<file path="src/rtl/rst_domain_pkg.sv">
package rst_domain_pkg;
  typedef enum logic [1:0] {
    LNK_IDLE     = 2'd0,
    LNK_RECOVERY = 2'd1,
    LNK_HOTRST   = 2'd2,
    LNK_DETECT   = 2'd3
  } link_cmd_e;
endpackage

</file>
<file path="src/rtl/rst_domain_sync.sv">
module rst_domain_sync (
  input  logic clk_i,
  input  logic arst_ni,
  output logic rst_no
);
  logic [1:0] q;

  always_ff @(posedge clk_i or negedge arst_ni) begin
    if (!arst_ni) q <= '0;
    else          q <= {q[0], 1'b1};
  end

  assign rst_no = q[1];
endmodule

</file>
<file path="src/rtl/rst_domain_hot.sv">
module rst_domain_hot
  import rst_domain_pkg::*;
#(
  parameter int unsigned HOLD_CYC = 4
) (
  input  logic      clk_i,
  input  logic      rst_ni,
  input  logic      hot_i,
  output link_cmd_e cmd_o,
  output logic      active_o
);
  localparam int unsigned CW = (HOLD_CYC > 1) ? $clog2(HOLD_CYC) : 1;
  localparam logic [CW-1:0] LAST = CW'(HOLD_CYC - 1);

  link_cmd_e     cmd_q;
  logic          hot_q;
  logic [CW-1:0] cnt_q;

  always_ff @(posedge clk_i or negedge rst_ni) begin
    if (!rst_ni) begin
      cmd_q <= LNK_IDLE;
      hot_q <= 1'b0;
      cnt_q <= '0;
    end else begin
      hot_q <= hot_i;
      unique case (cmd_q)
        LNK_IDLE:     if (hot_i && !hot_q) cmd_q <= LNK_RECOVERY;
        LNK_RECOVERY: begin
          cmd_q <= LNK_HOTRST;
          cnt_q <= '0;
        end
        LNK_HOTRST: begin
          if (cnt_q == LAST) cmd_q <= LNK_DETECT;
          else               cnt_q <= cnt_q + 1'b1;
        end
        LNK_DETECT:   cmd_q <= LNK_IDLE;
        default:      cmd_q <= LNK_IDLE;
      endcase
    end
  end

  assign cmd_o    = cmd_q;
  assign active_o = (cmd_q != LNK_IDLE);
endmodule

</file>
<file path="src/rtl/rst_domain_flr.sv">
module rst_domain_flr #(
  parameter int unsigned RST_CYC = 16
) (
  input  logic clk_i,
  input  logic rst_ni,
  input  logic req_i,
  input  logic abort_i,
  output logic busy_o,
  output logic done_o
);
  localparam int unsigned CW = (RST_CYC > 1) ? $clog2(RST_CYC) : 1;
  localparam logic [CW-1:0] LAST = CW'(RST_CYC - 1);

  logic          busy_q, done_q;
  logic [CW-1:0] cnt_q;

  always_ff @(posedge clk_i or negedge rst_ni) begin
    if (!rst_ni) begin
      busy_q <= 1'b0;
      done_q <= 1'b0;
      cnt_q  <= '0;
    end else begin
      done_q <= 1'b0;
      if (abort_i) begin
        // wider reset wins: drop the sequence silently
        busy_q <= 1'b0;
        cnt_q  <= '0;
      end else if (busy_q) begin
        if (cnt_q == LAST) begin
          busy_q <= 1'b0;
          done_q <= 1'b1;
          cnt_q  <= '0;
        end else begin
          cnt_q <= cnt_q + 1'b1;
        end
      end else if (req_i) begin
        busy_q <= 1'b1;
        cnt_q  <= '0;
      end
    end
  end

  assign busy_o = busy_q;
  assign done_o = done_q;
endmodule

</file>
<file path="src/rtl/rst_domain_ctrl.sv">
module rst_domain_ctrl
  import rst_domain_pkg::*;
#(
  parameter int unsigned N_FN       = 4,
  parameter int unsigned FLR_CYC    = 16,
  parameter int unsigned HOT_CYC    = 4,
  parameter int unsigned FLR_BUDGET = 10_000_000
) (
  input  logic            clk_i,
  input  logic            rst_ni,
  input  logic            aux_present_i,
  input  logic            main_pwr_good_i,
  input  logic            hot_rst_i,
  input  logic            sbr_i,
  input  logic [N_FN-1:0] flr_req_i,
  output logic            sticky_rst_o,
  output logic            cfg_rst_o,
  output logic            core_rst_o,
  output logic            link_rst_o,
  output logic [1:0]      link_cmd_o,
  output logic            hot_dn_o,
  output logic [N_FN-1:0] fn_rst_o,
  output logic [N_FN-1:0] flr_done_o
);
  logic      fund_arst_n, fund_n, aux_n, hot_act, wide, hot_dn_q;
  link_cmd_e link_cmd;
  logic [N_FN-1:0] fn_busy;

  assign fund_arst_n = rst_ni & main_pwr_good_i;

  rst_domain_sync u_fund_sync (.clk_i(clk_i), .arst_ni(fund_arst_n),   .rst_no(fund_n));
  rst_domain_sync u_aux_sync  (.clk_i(clk_i), .arst_ni(aux_present_i), .rst_no(aux_n));

  rst_domain_hot #(.HOLD_CYC(HOT_CYC)) u_hot (
    .clk_i    (clk_i),
    .rst_ni   (fund_n),
    .hot_i    (hot_rst_i),
    .cmd_o    (link_cmd),
    .active_o (hot_act)
  );

  assign wide = ~fund_n | hot_act;

  always_ff @(posedge clk_i or negedge fund_n) begin
    if (!fund_n) hot_dn_q <= 1'b0;
    else         hot_dn_q <= sbr_i;
  end

  for (genvar k = 0; k < N_FN; k++) begin : g_fn
    rst_domain_flr #(.RST_CYC(FLR_CYC)) u_flr (
      .clk_i   (clk_i),
      .rst_ni  (fund_n),
      .req_i   (flr_req_i[k]),
      .abort_i (wide),
      .busy_o  (fn_busy[k]),
      .done_o  (flr_done_o[k])
    );
    assign fn_rst_o[k] = fn_busy[k] | wide;
  end

  assign sticky_rst_o = ~aux_n;
  assign cfg_rst_o    = wide;
  assign core_rst_o   = wide;
  assign link_rst_o   = ~fund_n;
  assign link_cmd_o   = link_cmd;
  assign hot_dn_o     = hot_dn_q;
endmodule

</file>
<file path="config.mk">
export PLATFORM = sky130hd
export DESIGN_NAME = rst_domain_ctrl
export DESIGN_NICKNAME = d
export VERILOG_FILES = /design/src/rtl/rst_domain_pkg.sv /design/src/rtl/rst_domain_sync.sv /design/src/rtl/rst_domain_hot.sv /design/src/rtl/rst_domain_flr.sv /design/src/rtl/rst_domain_ctrl.sv
export SDC_FILE = /design/constraint.sdc
export NUM_CORES = 1
export LEC_CHECK = 0
export CORE_AREA = 2 2 61 63
export CTS_CLUSTER_SIZE = 8
export DETAILED_ROUTE_END_ITERATION = 12
export DIE_AREA = 0 0 63 65
export PLACE_DENSITY = 0.72
export SETUP_SLACK_MARGIN = 0.5
export SLEW_MARGIN = 30
export SYNTH_ARGS = -nofsm -noshare
export SYNTH_HDL_FRONTEND = slang
export SYNTH_SLANG_ARGS = --single-unit
</file>
<file path="constraint.sdc">
create_clock -name clk_i -period 2.3 [get_ports clk_i]
set_input_delay 0.23 -clock clk_i [delete_from_list [all_inputs] [get_ports clk_i]]
set_output_delay 0.23 -clock clk_i [all_outputs]
set_load 0.005 [all_outputs]
</file>
==> results of run 1 <==
-- power groups by stage --
stage	clock [uW]	sequential (uW)	combinational, uW
2_1_floorplan	0	712	307
3_3_place_gp	0	724	444
3_5_place_dp	0	731	460
4_1_cts	587	714	521
5_1_grt	616	724	666
6_report	572	717	602
-- cells by family (layout without fill, tap and decap cells) --
family,count (synthesis),after routing,share of synthesized area [%]
AO/OA/AOI/OAI,31,31,12.1
XOR/XNOR,5,5,2.65
adder cells (fa/ha/maj),9,9,6.81
buffers and inverters,20,53,6.13
flip-flops,34,34,51.5
multiplexers,2,2,1.36
other,1,2,0.227
AND/OR/NAND/NOR,55,56,19.2
-- routing by layer --
metal / up-vias / global-route usage (%) / share of wire (%)
met5: - / 0 / 0
met4: 0 / 7.22 / 1.4
met3: 6 / 5.21 / 3.2
met2: 22 / 30.3 / 52
met1: 606 / 19.5 / 43
li1: 612 / - / -
-- placed cells by master (no fill, tap or decap), types with 4 or more instances in the layout --
cell | Yosys | final
inv_1 | 8 | 6
clkbuf_4 | 0 | 5
clkdlybuf4s50_1 | 0 | 18
a31oi_1 | 4 | 4
nor3b_1 | 4 | 4
ha_1 | 9 | 8
buf_4 | 6 | 10
and3_1 | 7 | 7
a21oi_1 | 10 | 10
a22oi_1 | 7 | 7
xor2_1 | 4 | 4
dfrtp_1 | 34 | 33
nor2_1 | 16 | 16
nand2_1 | 6 | 6
nand2b_1 | 6 | 6
a211oi_1 | 5 | 5
-- synthesized netlist by cell type (2+ instances only) --
cell and count:
a31oi_1 4, and3_1 7, a211oi_1 5, and2_1 2, ha_1 9, buf_2 2
o21ai_0 2, a21oi_1 10, inv_1 8, nor3b_1 4, buf_4 6, a22oi_1 7
and4b_1 2, clkbuf_1 2, nand3_1 2, xor2_1 4, nor2_1 16, nand2b_1 6
or3b_1 3, mux2_2 2, dfrtp_1 34, nand2_1 6
-- worst paths after layout --
check                                 start  slack, ns                endpoint  depth (start not counted)
setup / recovery             u_hot.cmd_o[0]       0.55              core_rst_o                          5
setup reg to reg             u_hot.cmd_o[1]       0.57          u_hot.cmd_o[1]                          6
max in group asynchronous  u_fund_sync.q[1]       1.80  g_fn[0].u_flr.cnt_q[0]                          2
min in group clk_i                    sbr_i       0.32                hot_dn_o                          1
hold / removal                aux_present_i       0.04         u_aux_sync.q[0]                          1
hold reg to reg            u_fund_sync.q[1]       0.22    g_fn[3].u_flr.busy_o                          1
-- stage by stage --
stage               util (%)  hold slack (ns)  instances  worst slack (ns)
floorplan                  -          -0.0656        158             0.711
global placement        54.5            0.304        221             0.478
detailed placement      54.5            0.302        221             0.411
CTS                     59.0           0.0194        232             0.508
global route            61.3           0.0371        240             0.476
finish                  61.3           0.0385        240             0.553
-- area by class of cell --
| cell class | instances | area (sq um) | area share (%) |
|---|---|---|---|
| Sequential cell | 34 | 852 | 39.8 |
| Multi-Input combinational cell | 105 | 727 | 33.9 |
| Timing Repair Buffer | 36 | 357 | 16.6 |
| Clock inverter | 2 | 60.1 | 2.80 |
| Tap cell | 48 | 60.1 | 2.80 |
| Clock buffer | 6 | 51.3 | 2.39 |
| Inverter | 9 | 36.3 | 1.69 |
-- what timing repair did --
action | in CTS | in global routing
gates cloned | 1 | 1
pin swaps | 2 | 2
setup endpoints to repair | 7 | 7
buffers inserted | 2 | 7
gates resized for setup | 16 | 3
-- flip-flops by register name, summed over array words and instances, names as in the netlist --
register	count
g_fn.u_flr.busy_o	4
g_fn.u_flr.cnt_q	16
g_fn.u_flr.done_o	4
hot_dn_o	1
u_aux_sync.q	2
u_fund_sync.q	2
u_hot.cmd_o	2
u_hot.cnt_q	2
u_hot.hot_q	1
==> parameters.txt, run 1 <==
Parameter                              Value

Status
  Result of the run    finished, final reports clean

GRT
  First-pass GRT wire length    ~5.4 mm
  Vias in the first global route    1,261
  Overall fraction of global-route tracks in use    17.3%
  Maximum number of pins on one net before global-route repair    32
  Global route total overflow    0
  Number of antenna violations at the first check in global routing    0

CTS
  H-tree Lvls    2
  Deepest clock path buffer count    2
  TritonCTS clock tree    built
  Clock Root Buffer    clkbuf_4
  Clock transition at the registers of the reported paths    about 0.1 ns
  Number of buffers inserted during clock tree synthesis    5
  Sinks on the clock net    34
  Insertion delay to the later sink of the worst-skew pair    0.34 ns
  Hold Buf Count CTS    0

Die
  Width of the die    about 63 um
  Floorplan core area    0.00350 sq mm
  Area of the die    0.00410 sq mm
  Row cnt    22
  Height of the die    ~65 um
  I/O pin total    25
  Starting utilization of the core area    47.3%

Final layout
  Share of post-route cells with drive strength above 1    16.7%
  Area growth from synthesis to final layout    29.7%
  Net total in the final layout    210
  Total inserted antenna cells    0
  Area of all placed cells without fillers    0.00214 sq mm
  Fill cell total of the finished layout    318

STA
  RSZ-0062 raised after global routing    yes
  F_max    573 MHz
  Hold Violations, Final    0
  Endpoints failing setup    0
  Setup skew after layout    0.00726 ns
  Period minus WS final    1.75 ns
  Max Transition Viols Final    0
  TNS Setup    0 ns
  Post-route fraction of the period consumed by the critical path    75.9%

Placed design
  Number of port buffers    24
  Final weighted congestion of routability-driven global placement    0.722
  HPWL after DPL    2.14 mm
  DP Area    0.00191 sq mm

Worst setup path
  Gate family responsible for the most delay along the worst path    buffers and inverters
  Peak fanout along the critical path    8
  Crit path buf inv count    3
  Chain of cells forming the critical path    inv_2 -> ha_4 -> and2_4 -> inv_4 -> dlygate4sd2_1
  Startpoint type of the worst setup path    flop
  Critical path's slowest cell    dfrtp_1
  Crit end category    primary output
  Slowest cell delay on critical path    0.41 ns
  Worst endpoint data arrival time    1.52 ns
  Type of the worst setup path    reg -> out
  Required time at the worst-slack endpoint    2.07 ns

Pwr
  Total power density per cell area    882 mW/mm^2
  Power consumption    1890 uW
  Clk network pwr share    30.3%
  Portion of total power attributed to combinational logic    about a third
  Worst IR drop on VDD    0.714 mV
  Net switching share of the total power    28.3%
  Static Leakage    0.000979 uW
  Net switching power    between 500 and 600 uW
  Proportion of power drawn by flip-flops and latches    between 30% and 40%
  Power Internal    roughly 1400 uW

Yosys
  Count of mapped cells out of synthesis    157
  Total of flip-flops plus latches after synthesis    34
  Average cell area after synthesis    10.5 sq um
  Area of the mapped netlist    0.00165 sq mm
  Share of Yosys cell area claimed by the top area cell type    between 50% and 60%
  Share of flip-flops with an asynchronous set or reset    100%
  Main area contributors after synthesis    dfrtp_1 (51%), ha_1 (6.8%), nor2_1 (3.6%)
  Number of warning messages in the yosys log    0
  EDFF count, synth    0
  Cell type with the highest aggregate area in the netlist    dfrtp_1
  Predominant post-synthesis flop cell    dfrtp_1
  Number of distinct library cells after synthesis    36
  Proportion of synthesized chip area in sequential cells    around 50%

Route
  Count of antenna-violating nets left after detailed routing    0
  Total length of routed wires    ~3.3 mm
  Via count    1,246
  First-pass iteration count of the detailed router    4
  Number of design rule violations left after detail routing    0
  Mean number of vias per cell    5.19
  Average wire per standard cell    between 10 and 15 um
  Detailed Route Iter0 Violations    89

Hold path
  Hold crit path type    in -> async

Job
  Max-capacitance violation count    0
No activity file was read; power rests on OpenSTA's default activity.
==> run 2: changes to the inputs <==
--- a/config.mk
+++ b/config.mk
@@ -5,10 +5,10 @@
 export SDC_FILE = /design/constraint.sdc
 export NUM_CORES = 1
 export LEC_CHECK = 0
-export CORE_AREA = 2 2 61 63
+export CORE_AREA = 2 2 62 64
 export CTS_CLUSTER_SIZE = 8
 export DETAILED_ROUTE_END_ITERATION = 12
-export DIE_AREA = 0 0 63 65
+export DIE_AREA = 0 0 64 66
 export PLACE_DENSITY = 0.72
 export SETUP_SLACK_MARGIN = 0.5
 export SLEW_MARGIN = 30
==> constraint.sdc (replaced) <==
create_clock -name clk_i -period 1.51 [get_ports clk_i]
set_input_delay 0.151 -clock clk_i [delete_from_list [all_inputs] [get_ports clk_i]]
set_output_delay 0.151 -clock clk_i [all_outputs]
set_load 0.005 [all_outputs]
==> parameters.txt, run 2 (synthesized netlist as in run 1, its figures left out) <==
Parameter                              Value

Status
  Violations in the final reports    setup timing
  Result of the run    complete, but fails checks

Route
  First-pass iteration count of the detailed router    4
  Via count    roughly 1,400
  Detailed Route Iter0 Violations    68
  Number of design rule violations left after detail routing    0
  Mean number of vias per cell    5.27
  Total length of routed wires    a little over 4 mm
  Count of antenna-violating nets left after detailed routing    0
  Average wire per standard cell    15.6 um

Worst setup path
  Count of cells along the worst register-to-register path    7
  Startpoint type of the worst setup path    flop
  Crit end category    primary output
  Slowest cell delay on critical path    0.41 ns
  Crit Reg-Reg Endpoint    u_hot.cmd_o[1]
  Worst endpoint data arrival time    1.44 ns
  Peak fanout along the critical path    4
  Internal reg-to-reg setup slack    -0.04 ns
  Required time at the worst-slack endpoint    1.36 ns
  Type of the worst setup path    reg -> out
  Critical path's slowest cell    dfrtp_1
  Startpoint of the worst-slack reg-to-reg timing path    u_hot.cmd_o[0]
  Chain of cells forming the critical path    inv_2 -> ha_4 -> and2_4 -> buf_8 -> nand2b_1 -> buf_2

Pwr
  Total power density per cell area    approximately 1300 mW/mm^2
  Worst IR drop on VDD    1.10 mV
  Static Leakage    0.00110 uW
  Power consumption    3330 uW

Final layout
  Fill cell total of the finished layout    roughly 250
  Number of standard cells in the layout, taps in and fillers out    between 200 and 300
  Register containing the most flip-flops in the final layout    g_fn.u_flr.cnt_q
  Total inserted antenna cells    0
  Share of post-route cells with drive strength above 1    48.6%
  Leading cell type in the layout, fill and taps excluded    dfrtp_1
  Area of the multi-input gates    935 sq um
  Area growth from synthesis to final layout    49.5%
  Net total in the final layout    230
  FF/Latch Area    856 sq um
  Flip-flop count of the largest register after layout    16
  Highest-count cells in the layout ignoring fill and taps    dfrtp_1 (32), buf_4 (19), buf_6 (14), buf_2 (10), clkdlybuf4s50_1 (9)

CTS
  Deepest clock path buffer count    2
  Sinks on the clock net    34
  H-tree Lvls    2
  Clock Root Buffer    clkbuf_4
  Insertion delay to the later sink of the worst-skew pair    0.35 ns
  TritonCTS clock tree    built
  Number of buffers inserted during clock tree synthesis    5
  Clock transition at the registers of the reported paths    around 0.11 ns

STA
  Max Transition Viols Final    0
  F_max    630 MHz
  Setup skew after layout    0.00377 ns
  Period minus WS final    between 1.5 and 2 ns
  Post-route fraction of the period consumed by the critical path    105%
  Hold Slack    about 0.053 ns
  Final Worst Setup Slack    -0.0767 ns
  Hold Violations, Final    0
  RSZ-0062 raised after global routing    yes
  Endpoints failing setup    7

Die
  I/O pin total    25
  Row cnt    22
  Floorplan core area    0.00355 sq mm
  Starting utilization of the core area    46.5%
  Height of the die    66 um
  Area of the die    0.00422 sq mm
  Width of the die    64 um

Placed design
  HPWL after DPL    2.28 mm
  Setup slack at placement    -0.00805 ns
  Final weighted congestion of routability-driven global placement    0.773
  Number of port buffers    24
  Total instance count after detailed placement    230

GRT
  Met2 layer usage reported by global route    about a third
  Vias in the first global route    1,376
  Number of antenna violations at the first check in global routing    0
  First-pass GRT wire length    6.42 mm
  Fraction of met1 tracks used by global routing    between 20% and 30%
  Met3 Resource Use GR    6.13%
  Maximum number of pins on one net before global-route repair    21
  Most used routing layer in global routing    met2
  Global route total overflow    0
  Overall fraction of global-route tracks in use    20.3%

Hold path
  Hold crit path type    in -> async

Job
  Max-capacitance violation count    0
## run 2: cell count changes in the layout (fill, tap and decap cells not counted), moves of 4 or more
cell / before / now
a211oi_2: 0 / 5
buf_4: 10 / 19
buf_6: 0 / 14
nor2_1: 16 / 7
and3_4: 0 / 4
and3_1: 7 / 3
buf_2: 0 / 10
ha_1: 8 / 2
clkdlybuf4s50_1: 18 / 9
nor2_2: 0 / 7
a211oi_1: 5 / 0
a21oi_1: 10 / 6
## run 2: repair_timing
item | 4_1_cts | 5_1_grt
setup buffers | 15 | 4
pin swaps | 5 | 6
endpoints found under the setup margin | 43 | 43
hold buffers | 1 | 0
resized for setup | 95 | 30
cloned | 2 | 0
hold endpoints to repair | 2 | 0
## run 2: report_power, final
part           leakage, uW  switching (uW)  internal (uW)  total, uW
logic             0.000617             694            996       1690
clock network    0.0000343             328            224        552
registers         0.000452            85.2            998       1080
## run 2: how the worst max path moves through the flow
stage              startpoint              to  slack [ns]  cells after the start
6_report       u_hot.cmd_o[0]     fn_rst_o[1]       -0.08                      6
5_1_grt        u_hot.cmd_o[0]     fn_rst_o[1]       -0.14                      6
4_1_cts        u_hot.cmd_o[1]     fn_rst_o[0]       -0.05                      6
3_5_place_dp   u_hot.cmd_o[0]     fn_rst_o[0]      -0.008                      5
3_3_place_gp   u_hot.cmd_o[0]      core_rst_o        0.02                      5
2_1_floorplan  u_hot.cmd_o[0]  u_hot.cmd_o[1]        0.14                      5
## run 2: per-layer routing
layer,part of all wire (%),vias up
met5,0,-
met4,3.8,0
met3,4.3,19
met2,51,42
met1,41,657
li1,-,652
## run 2: final cells by class
type / count / area share [%]
clock inverter: 2 / 0.506
multi-input combinational: 105 / 37.8
inverter: 9 / 1.57
timing repair buffer: 56 / 21.0
tap: 48 / 2.43
sequential: 34 / 34.6
clock buffer: 6 / 2.08
## run 2: per-stage QoR
stage	util, %	TNS (ns)	area (sq um)
CTS	65.3	-0.204	2320
detailed placement	56.3	-0.00805	2000
floorplan	-	0	1700
global placement	56.3	0	2000
global route	69.6	-0.862	2470
finish	69.6	-0.394	2470
## run 2: critical path: cells and delay by family, from the launching register on
family	cells	cell delay, ns
DFF	1	0.41
and+or+nand+nor	2	0.21
buffers and inverters	3	0.34
adders and majority gates	1	0.13
